<file path="config.mk">
export PLATFORM = sky130hd
export DESIGN_NAME = scl_wave_gen
export DESIGN_NICKNAME = d
export VERILOG_FILES = /design/src/rtl/scl_gen_pkg.sv /design/src/rtl/scl_in_filter.sv /design/src/rtl/scl_count_sel.sv /design/src/rtl/scl_phase_fsm.sv /design/src/rtl/scl_wave_gen.sv
export SDC_FILE = /design/constraint.sdc
export NUM_CORES = 1
export LEC_CHECK = 0
export ABC_AREA = 1
export BUFFER_PORTS_ARGS = -buffer_cell sky130_fd_sc_hd__buf_2
export CAP_MARGIN = 10
export CORE_ASPECT_RATIO = 0.75
export CORE_UTILIZATION = 50
export CTS_BUF_LIST = sky130_fd_sc_hd__clkbuf_8
export CTS_CLUSTER_SIZE = 20
export DETAILED_ROUTE_END_ITERATION = 7
export PLACE_DENSITY = 0.8
export SYNTH_ARGS = -nofsm -noshare
export SYNTH_HDL_FRONTEND = slang
export SYNTH_HIERARCHICAL = 1
export SYNTH_SLANG_ARGS = --single-unit
export TNS_END_PERCENT = 20
</file>
<file path="constraint.sdc">
create_clock -name clk -period 1 [get_ports clk]
set_input_delay 0.15 -clock clk [delete_from_list [all_inputs] [get_ports clk]]
set_output_delay 0.15 -clock clk [all_outputs]
set_load 0.02 [all_outputs]
</file>
<file path="src/rtl/scl_gen_pkg.sv">
package scl_gen_pkg;

  typedef enum logic [1:0] {
    PH_IDLE  = 2'd0,
    PH_WAIT  = 2'd1,
    PH_COUNT = 2'd2,
    PH_LOW   = 2'd3
  } scl_phase_e;

  typedef enum logic {
    MODE_STD  = 1'b0,
    MODE_FAST = 1'b1
  } scl_mode_e;

  localparam int NUM_MODES = 2;

endpackage

</file>
<file path="src/rtl/scl_in_filter.sv">
module scl_in_filter #(
  parameter int SYNC_STAGES = 2,
  parameter int FILT_STAGES = 2
) (
  input  logic clk,
  input  logic rst_n,
  input  logic flush_i,
  input  logic line_i,
  output logic seen_high_o
);
  localparam int DEPTH = SYNC_STAGES + FILT_STAGES;

  logic [DEPTH-1:0] pipe_q;
  logic [DEPTH-1:0] pipe_d;

  // stage 0 takes the raw line; later stages shift; flush empties all
  genvar g;
  generate
    for (g = 0; g < DEPTH; g++) begin : g_stage
      if (g == 0) begin : g_head
        assign pipe_d[g] = flush_i ? 1'b0 : line_i;
      end else begin : g_tail
        assign pipe_d[g] = flush_i ? 1'b0 : pipe_q[g-1];
      end
    end
  endgenerate

  always_ff @(posedge clk or negedge rst_n) begin
    if (!rst_n) begin
      pipe_q <= '1;
    end else begin
      pipe_q <= pipe_d;
    end
  end

  // high only when every filter sample agrees on a high level
  assign seen_high_o = &pipe_q[DEPTH-1:SYNC_STAGES];

  AST_FLUSH_HIDES_LINE: assert property (@(posedge clk) disable iff (!rst_n)
    flush_i |=> !seen_high_o);

endmodule

</file>
<file path="src/rtl/scl_count_sel.sv">
module scl_count_sel #(
  parameter int CNT_W = 16
) (
  input  logic             mode_i,
  input  logic [CNT_W-1:0] std_hcnt_i,
  input  logic [CNT_W-1:0] std_lcnt_i,
  input  logic [CNT_W-1:0] fast_hcnt_i,
  input  logic [CNT_W-1:0] fast_lcnt_i,
  output logic [CNT_W-1:0] hcnt_o,
  output logic [CNT_W-1:0] lcnt_o
);
  import scl_gen_pkg::*;

  logic [NUM_MODES-1:0][CNT_W-1:0] hbank;
  logic [NUM_MODES-1:0][CNT_W-1:0] lbank;

  // index by mode encoding: 0 standard, 1 fast
  assign hbank = {fast_hcnt_i, std_hcnt_i};
  assign lbank = {fast_lcnt_i, std_lcnt_i};

  always_comb begin
    hcnt_o = hbank[mode_i];
    lcnt_o = lbank[mode_i];
  end

endmodule

</file>
<file path="src/rtl/scl_phase_fsm.sv">
module scl_phase_fsm #(
  parameter int CNT_W      = 16,
  parameter int HOLD_EXTRA = 3
) (
  input  logic                     clk,
  input  logic                     rst_n,
  input  logic                     en_i,
  input  logic [CNT_W-1:0]         hcnt_i,
  input  logic [CNT_W-1:0]         lcnt_i,
  input  logic                     seen_high_i,
  output scl_gen_pkg::scl_phase_e  phase_o
);
  import scl_gen_pkg::*;

  localparam int CW    = CNT_W + 2;
  localparam int HLOAD = HOLD_EXTRA - 1;

  scl_phase_e    st_q, st_d;
  logic [CW-1:0] cnt_q, cnt_d;
  logic          cnt_we;
  logic [CW-1:0] high_load;
  logic [CW-1:0] low_load;

  assign high_load = {{(CW-CNT_W){1'b0}}, hcnt_i} + CW'(HLOAD);
  assign low_load  = {{(CW-CNT_W){1'b0}}, lcnt_i};

  // next-state and counter logic
  always_comb begin
    st_d   = st_q;
    cnt_d  = cnt_q;
    cnt_we = 1'b0;
    if (!en_i) begin
      st_d   = PH_IDLE;
      cnt_d  = '0;
      cnt_we = 1'b1;
    end else begin
      unique case (st_q)
        PH_IDLE: begin
          // line is idle-high: count at once
          st_d   = PH_COUNT;
          cnt_d  = high_load;
          cnt_we = 1'b1;
        end
        PH_WAIT: begin
          // count held until the filtered line reads high
          if (seen_high_i) begin
            st_d = PH_COUNT;
          end
        end
        PH_COUNT: begin
          cnt_we = 1'b1;
          if (cnt_q == '0) begin
            st_d  = PH_LOW;
            cnt_d = low_load;
          end else begin
            cnt_d = cnt_q - CW'(1);
          end
        end
        PH_LOW: begin
          cnt_we = 1'b1;
          if (cnt_q == '0) begin
            st_d  = PH_WAIT;
            cnt_d = high_load;
          end else begin
            cnt_d = cnt_q - CW'(1);
          end
        end
        default: begin
          st_d   = PH_IDLE;
          cnt_d  = '0;
          cnt_we = 1'b1;
        end
      endcase
    end
  end

  // registers
  always_ff @(posedge clk or negedge rst_n) begin
    if (!rst_n) begin
      st_q <= PH_IDLE;
    end else begin
      st_q <= st_d;
    end
  end

  always_ff @(posedge clk or negedge rst_n) begin
    if (!rst_n) begin
      cnt_q <= '0;
    end else if (cnt_we) begin
      cnt_q <= cnt_d;
    end
  end

  assign phase_o = st_q;

  AST_START_IN_HIGH: assert property (@(posedge clk) disable iff (!rst_n)
    (st_q == PH_IDLE && en_i) |=> (st_q == PH_COUNT));

  AST_LOW_COUNTS_DOWN: assert property (@(posedge clk) disable iff (!rst_n)
    (st_q == PH_LOW && cnt_q != '0 && en_i) |=>
      (st_q == PH_LOW && cnt_q == $past(cnt_q) - CW'(1)));

  AST_LOW_ENDS_RELEASED: assert property (@(posedge clk) disable iff (!rst_n)
    (st_q == PH_LOW && cnt_q == '0 && en_i) |=> (st_q == PH_WAIT));

  AST_STRETCH_HOLDS: assert property (@(posedge clk) disable iff (!rst_n)
    (st_q == PH_WAIT && !seen_high_i && en_i) |=>
      (st_q == PH_WAIT && $stable(cnt_q)));

  AST_DISABLE_IDLES: assert property (@(posedge clk) disable iff (!rst_n)
    !en_i |=> (st_q == PH_IDLE));

endmodule

</file>
<file path="src/rtl/scl_wave_gen.sv">
module scl_wave_gen #(
  parameter int CNT_W       = 16,
  parameter int SYNC_STAGES = 2,
  parameter int FILT_STAGES = 2,
  parameter int HOLD_EXTRA  = 3
) (
  input  logic             clk,
  input  logic             rst_n,
  input  logic             en_i,
  input  logic             mode_i,
  input  logic [CNT_W-1:0] std_hcnt_i,
  input  logic [CNT_W-1:0] std_lcnt_i,
  input  logic [CNT_W-1:0] fast_hcnt_i,
  input  logic [CNT_W-1:0] fast_lcnt_i,
  input  logic             scl_i,
  output logic             scl_drive_low_o,
  output logic             high_phase_o,
  output logic             low_phase_o
);
  import scl_gen_pkg::*;

  localparam int RST_STAGES = 2;

  logic [RST_STAGES-1:0] rst_pipe_q;
  logic                  rst_sync_n;
  logic [CNT_W-1:0]      hcnt_sel;
  logic [CNT_W-1:0]      lcnt_sel;
  logic                  seen_high;
  logic                  flush;
  scl_phase_e            phase;

  // asynchronous assert, synchronous release
  always_ff @(posedge clk or negedge rst_n) begin
    if (!rst_n) begin
      rst_pipe_q <= '0;
    end else begin
      rst_pipe_q <= {rst_pipe_q[RST_STAGES-2:0], 1'b1};
    end
  end
  assign rst_sync_n = rst_pipe_q[RST_STAGES-1];

  scl_count_sel #(
    .CNT_W (CNT_W)
  ) u_sel (
    .mode_i      (mode_i),
    .std_hcnt_i  (std_hcnt_i),
    .std_lcnt_i  (std_lcnt_i),
    .fast_hcnt_i (fast_hcnt_i),
    .fast_lcnt_i (fast_lcnt_i),
    .hcnt_o      (hcnt_sel),
    .lcnt_o      (lcnt_sel)
  );

  // the line is ours while pulling: discard stale high samples
  assign flush = (phase == PH_LOW);

  scl_in_filter #(
    .SYNC_STAGES (SYNC_STAGES),
    .FILT_STAGES (FILT_STAGES)
  ) u_filt (
    .clk         (clk),
    .rst_n       (rst_sync_n),
    .flush_i     (flush),
    .line_i      (scl_i),
    .seen_high_o (seen_high)
  );

  scl_phase_fsm #(
    .CNT_W      (CNT_W),
    .HOLD_EXTRA (HOLD_EXTRA)
  ) u_fsm (
    .clk         (clk),
    .rst_n       (rst_sync_n),
    .en_i        (en_i),
    .hcnt_i      (hcnt_sel),
    .lcnt_i      (lcnt_sel),
    .seen_high_i (seen_high),
    .phase_o     (phase)
  );

  assign scl_drive_low_o = (phase == PH_LOW);
  assign low_phase_o     = (phase == PH_LOW);
  assign high_phase_o    = (phase == PH_WAIT) || (phase == PH_COUNT);

  AST_RELEASED_WHEN_OFF: assert property (@(posedge clk) disable iff (!rst_sync_n)
    !en_i |=> (!scl_drive_low_o && !high_phase_o && !low_phase_o));

  AST_FLAGS_FOLLOW_EN: assert property (@(posedge clk) disable iff (!rst_sync_n)
    en_i |=> (high_phase_o || low_phase_o));

endmodule

</file>
==> flow_summary.yaml, run 1 <==
worst_setup_path:
  crit_type: "reg2reg"
  worstSetupEndpointType: "flip-flop"
  cpMostUsedCell: "nand2_4"
  cp-start-kind: "flip-flop"
  max_stage_delay_ns: 0.40
  crit_slowest_cell: "dfrtp_1"
  cp_max_fo: 5
  arrival_ns: 1.96
  crit_chain: "inv_2 -> ha_4 -> nand2_4 -> nor2_4 -> nand2_4 -> nor2_4 -> nand2_4 -> nand2_8 -> buf_4 -> buf_4 -> nand3_1 -> nand3_2 -> nand2_1"
  critPathRequiredTime_ns: 1.17
sta:
  grt_setup_unrepaired: "yes"
  period_needed_ns: 1.79
  hold_slack_ns: 0.0397
  post-route-period-util_pct: 179
  final-setup-viol-count: 27
  max_freq_ghz: 0.560
  hold_violations: 0
  setup_ws_ns: -0.786
  drv_slew: 0
  skew_ns: 0.00302
clocking:
  cts-htree-levels: 1
  cts-root-buf: "clkbuf_8"
  numCtsBuffers: 3
  clock_tree.buffer_depth: 2
  clock-sinks: 26
  cts.clk_slew.worst_paths_ns: 0.09
  clk_latency_ns: 0.27
  tritoncts: "yes"
finish:
  fillCellCount: 386
  mostFrequentLayoutCell: "nand2_1"
  areaGrowthSynthToFinish_pct: 48.8
  insertedDiodeCount: 0
  fin_nets: 672
  layout-drive-gt1-share_pct: 39.2
  final_cell_mix: "nand2_1 (183), buf_4 (97), buf_2 (70)"
  fin_area_sq_mm: 0.00391
synthesis:
  ys_seq_area_share_pct: 25.0
  synth_flop_cell: "dfrtp_1"
  synth_top_area_share_pct: 26.5
  netlist_instances: 435
  synth_area_leaders: "nand2_1 (26%), dfrtp_1 (21%), nand3_1 (7.2%)"
  ys_seq_elements: 26
  syn-num-nets: 507
  synth_edf_count: 0
  ys_types: 33
  synth_area_sq_mm: 0.00263
  yosys.area.top_type: "nand2_1"
  async_flop_share_pct: 100
  avgSynthCellArea_sq_um: 6.03
  ys.warnings.count: 6
floorplan:
  die-area_sq_mm: 0.00555
  core.rowCount: 22
  chipHeight_um: 64.8
  core-area_sq_mm: 0.00498
  start_util_pct: 52.7
  ios: 72
  dieWidth_um: 85.7
placement:
  post_dp_cell_area_sq_mm: 0.00368
  io_buffers: 71
  dpl.hpwl_mm: 6.69
  place.gp.congestion: 0.905
detailed_routing:
  postRouteAntennaNets: 0
  firstDrtPassIters: 5
  routed_wl_mm: 8.33
  drc: 0
  wl_per_cell_um: 12.4
  vias_per_cell: 4.95
  via_count: 3321
  drt_iter0_drc: 190
grt:
  grtUsageTotal_pct: 31.4
  grt_pass1_vias: 3133
  antenna_found_initial: 0
  grt_first_pass_wirelength_mm: 13.7
  grt_max_degree: 25
  overflow: 0
run_status:
  status: "finished, violations left"
  failed_checks: "setup timing"
power:
  leakage_nw: 2.24
  p_per_area_mw_per_mm2: 1170
  ir_drop_v: 0.000951
run:
  drv_cap: 0
worst_hold_path:
  hold_class: "in2reg"
==> Yosys cell counts (2+ instances only) <==
| cell type | count |
|---|---|
| nor2_2 | 4 |
| buf_2 | 2 |
| inv_1 | 44 |
| nor2_4 | 4 |
| xnor2_1 | 8 |
| clkbuf_8 | 3 |
| nor3_1 | 4 |
| dfstp_2 | 4 |
| dfrtp_1 | 22 |
| nor2_1 | 42 |
| o21ai_0 | 8 |
| ha_1 | 3 |
| nand4_1 | 4 |
| a21oi_1 | 10 |
| xor2_1 | 14 |
| buf_4 | 2 |
| buf_6 | 4 |
| o21ai_1 | 4 |
| nand2_4 | 3 |
| nand3_1 | 38 |
| nand2_2 | 12 |
| nand2_1 | 185 |
==> state kept, by name, indices dropped and copies added, names as in the netlist <==
register       cells
rst_pipe_q         2
u_filt/pipe_q      4
u_fsm/cnt_q       18
u_fsm/phase_o      2
==> where the power goes <==
| part | switching (mW) | leakage [nW] | internal (mW) |
|---|---|---|---|
| Clock | 0.340 | 0.0269 | 0.276 |
| Sequential | 0.109 | 0.324 | 1.20 |
| Combinational | 1.37 | 1.89 | 1.27 |
==> final timing paths <==
check	start	endpoint	slack [ns]	cells past startpoint
worst max-delay path	u_fsm/cnt_q[0]	u_fsm/cnt_q[4]	-0.79	13
worst min-delay path	scl_i	u_filt/pipe_q[0]	0.04	3
worst max register to register	u_fsm/cnt_q[0]	u_fsm/cnt_q[4]	-0.79	13
worst min register to register	rst_pipe_q[1]	u_fsm/cnt_q[7]	0.23	1
max in group asynchronous	rst_pipe_q[1]	u_filt/pipe_q[3]	0.48	1
min in group asynchronous	rst_n	rst_pipe_q[0]	0.17	2
==> timing repair <==
item	4_1_cts	5_1_grt
endpoints found under the setup margin	27	27
gates cloned	1	0
hold endpoints to repair	2	0
setup buffers	2	3
pin swaps	3	2
resized for setup	16	19
hold buffers	1	0
==> layer usage <==
layer | GRT usage, % | vias up | wire, um
met5 | 0 | - | 0
met4 | 5.83 | 0 | 78
met3 | 4.08 | 10 | 512
met2 | 54.3 | 125 | 3900
met1 | 42.3 | 1513 | 3840
li1 | - | 1673 | -
==> critical path, delay by kind of cell, from the launching register on <==
kind,cells,cell delay [ns]
fa+ha+maj,1,0.15
buf+inv,3,0.31
simple gates,9,0.82
flops,1,0.40
==> cells by family after synthesis <==
| family | Yosys count | share of synthesized area, % |
|---|---|---|
| AO/OA/AOI/OAI | 25 | 5.10 |
| other | 1 | 0.143 |
| AND/OR/NAND/NOR | 299 | 49.0 |
| buffers and inverters | 59 | 12.0 |
| flip-flops | 26 | 25.0 |
| adder cells (fa/ha/maj) | 3 | 1.43 |
| XOR/XNOR | 22 | 7.34 |
==> layout make-up <==
type | count | area, sq um | share of cell area [%]
multi-input combinational | 351 | 1790 | 45.9
timing repair buffer | 172 | 1140 | 29.1
sequential | 26 | 656 | 16.8
inverter | 46 | 184 | 4.71
tap | 72 | 90.1 | 2.31
clock buffer | 3 | 41.3 | 1.06
clock inverter | 1 | 3.75 | 0.0961
==> stage by stage <==
step	total power, mW	util [%]	std cells	worst slack, ns	setup TNS (ns)
after global routing	4.87	78.4	671	-0.863	-18.34
after global placement	3.66	73.9	660	-0.829	-15.51
after CTS	4.45	76.8	668	-0.761	-16.06
after floorplan	2.59	-	435	-0.595	-11.61
final	4.56	78.4	671	-0.786	-16.42
after detailed placement	3.72	73.9	660	-0.866	-16.54
No activity file was read; power rests on OpenSTA's default activity.
==> run 2: changes to the inputs <==
--- a/config.mk
+++ b/config.mk
@@ -14,6 +14,7 @@
 export CTS_CLUSTER_SIZE = 20
 export DETAILED_ROUTE_END_ITERATION = 7
 export PLACE_DENSITY = 0.8
+export RECOVER_POWER = 100
 export SYNTH_ARGS = -nofsm -noshare
 export SYNTH_HDL_FRONTEND = slang
 export SYNTH_HIERARCHICAL = 1
==> run 2 against run 1 <==
The run still ends with setup timing left; combinational power is essentially flat; clock power about the same; utilization fell by 0.075 points; non-clock buffer count did not move; hold slack hardly changed; highest routed layer unchanged; clock skew hardly changed; maximum frequency hardly changed; register-to-register slack hardly changed.
==> flow_summary.yaml, run 2 (synthesis gave the netlist of run 1 again) <==
run_status:
  failed_checks: "setup timing"
  status: "finished, violations left"
finish:
  insertedDiodeCount: 0
  top_regs: "u_fsm/cnt_q: 18 flops, u_filt/pipe_q: 4 flops"
  largest-register: "u_fsm/cnt_q"
  layout-drive-gt1-share_pct: 39.1
  areaGrowthSynthToFinish_pct: 48.7
  fillCellCount: 388
  final_cell_mix: "nand2_1 (183), buf_4 (96), buf_2 (69)"
  mostFrequentLayoutCell: "nand2_1"
  fin_nets: 672
  largest_reg_flops: 18
  fin_cells: 671
  fin_area_sq_mm: 0.00390
sta:
  relSlewSlack_pct: 59.6
  drv_slew: 0
  tightest_slew_ns: 0.606
  skew_ns: 0.00309
  post-route-period-util_pct: 179
  period_needed_ns: 1.79
  hold_violations: 0
  grt_setup_unrepaired: "yes"
  setup_ws_ns: -0.786
  final-setup-viol-count: 27
  max_freq_ghz: 0.560
power:
  power_mw: 4.56
  p_per_area_mw_per_mm2: 1170
  leakage_nw: 2.23
  ir_drop_v: 0.000951
detailed_routing:
  vias_per_cell: 4.95
  via_count: 3321
  route.met3.wl_um: 530
  firstDrtPassIters: 4
  met1Wirelength_mm: 3.81
  routed-wl-met2_mm: 3.90
  routed_wl_mm: 8.32
  drc: 0
  postRouteAntennaNets: 0
  drt_iter0_drc: 190
  maxUsedRoutingLayer: "met4"
  wl_per_cell_um: 12.4
clocking:
  cts.clk_slew.worst_paths_ns: 0.09
  clock_tree.buffer_depth: 2
  cts-root-buf: "clkbuf_8"
  tritoncts: "yes"
  cts-htree-levels: 1
  clock-sinks: 26
  numCtsBuffers: 3
  clk_latency_ns: 0.27
placement:
  dp.cells: 660
  post_dp_cell_area_sq_mm: 0.00368
  io_buffers: 71
  place.gp.congestion: 0.905
  dpl.hpwl_mm: 6.69
worst_setup_path:
  critPathRequiredTime_ns: 1.17
  crit_chain: "inv_2 -> ha_4 -> nand2_4 -> nor2_4 -> nand2_4 -> nor2_4 -> nand2_4 -> nand2_8 -> buf_4 -> buf_4 -> nand3_1 -> nand3_2 -> nand2_1"
  crit_type: "reg2reg"
  max_stage_delay_ns: 0.40
  cp-start-kind: "flip-flop"
  cp_max_fo: 5
  crit_slowest_cell: "dfrtp_1"
  arrival_ns: 1.96
  cpMostUsedCell: "nand2_4"
  worstSetupEndpointType: "flip-flop"
grt:
  grtUsageTotal_pct: 31.4
  grt_max_degree: 25
  overflow: 0
  grt_pass1_vias: 3133
  grt_first_pass_wirelength_mm: 13.7
  antenna_found_initial: 0
floorplan:
  chipHeight_um: 64.8
  ios: 72
  core-area_sq_mm: 0.00498
  start_util_pct: 52.7
  core.rowCount: 22
  dieWidth_um: 85.7
  die-area_sq_mm: 0.00555
run:
  drv_cap: 0
worst_hold_path:
  hold_class: "in2reg"
==> run 2: cell types whose count changed in the layout (fill, tap and decap cells not counted), sizes merged <==
| cell | before | now |
|---|---|---|
| buf | 170 | 168 |
| clkbuf | 4 | 6 |
==> run 2: routing by layer <==
metal / vias to the layer above / GRT usage [%]
met5: - / 0
met4: 0 / 5.83
met3: 10 / 4.08
met2: 129 / 54.3
met1: 1510 / 42.3
li1: 1672 / -
==> run 2: layout make-up <==
| class | instances | area [sq um] | area share [%] |
|---|---|---|---|
| clock buffers | 3 | 41.3 | 1.06 |
| flip-flops and latches | 26 | 656 | 16.8 |
| inverters | 46 | 184 | 4.71 |
| repair buffers | 172 | 1130 | 29.1 |
| clock inverters | 1 | 3.75 | 0.0962 |
| multi-input cells | 351 | 1790 | 45.9 |
| well taps | 72 | 90.1 | 2.31 |
==> run 2: worst paths after layout <==
path | from | end | slack (ns) | depth (start not counted)
min reg2reg | rst_pipe_q[1] | u_fsm/cnt_q[7] | 0.34 | 1
min | scl_i | u_filt/pipe_q[0] | 0.04 | 3
max reg2reg | u_fsm/cnt_q[0] | u_fsm/cnt_q[4] | -0.79 | 13
max | u_fsm/cnt_q[0] | u_fsm/cnt_q[4] | -0.79 | 13
min in group asynchronous | rst_n | rst_pipe_q[1] | 0.17 | 2
max in group asynchronous | rst_pipe_q[1] | u_fsm/cnt_q[2] | 0.27 | 1
==> run 2: what timing repair did <==
| item | 4_1_cts | 5_1_grt |
|---|---|---|
| cloned | 1 | 0 |
| setup buffers | 2 | 3 |
| endpoints found under the setup margin | 27 | 27 |
| pin swaps | 3 | 2 |
| resized for setup | 16 | 19 |
| hold endpoints to repair | 2 | 0 |
| hold buffers | 1 | 0 |
==> run 2: critical path, delay by kind of cell (launching register included) <==
kind                     cells  cell delay, ns
AND/OR/NAND/NOR              9            0.82
flip-flops                   1            0.40
adder cells (fa/ha/maj)      1            0.15
buffers and inverters        3            0.31
==> run 2: per-stage QoR <==
stage                     hold WS (ns)  setup slack (ns)  TNS (ns)  utilization, %
after detailed placement       -0.0630            -0.866    -16.54            73.9
after global placement         -0.0634            -0.829    -15.51            73.9
after global routing            0.0340            -0.863    -18.34            78.3
after CTS                       0.0325            -0.761    -16.06            76.8
after floorplan                 -0.146            -0.595    -11.61               -
final                           0.0396            -0.786    -16.41            78.3
==> run 2: report_power, final <==
group | switching, mW | internal, mW
Combinational | 1.37 | 1.27
Clock | 0.340 | 0.276
Sequential | 0.109 | 1.20
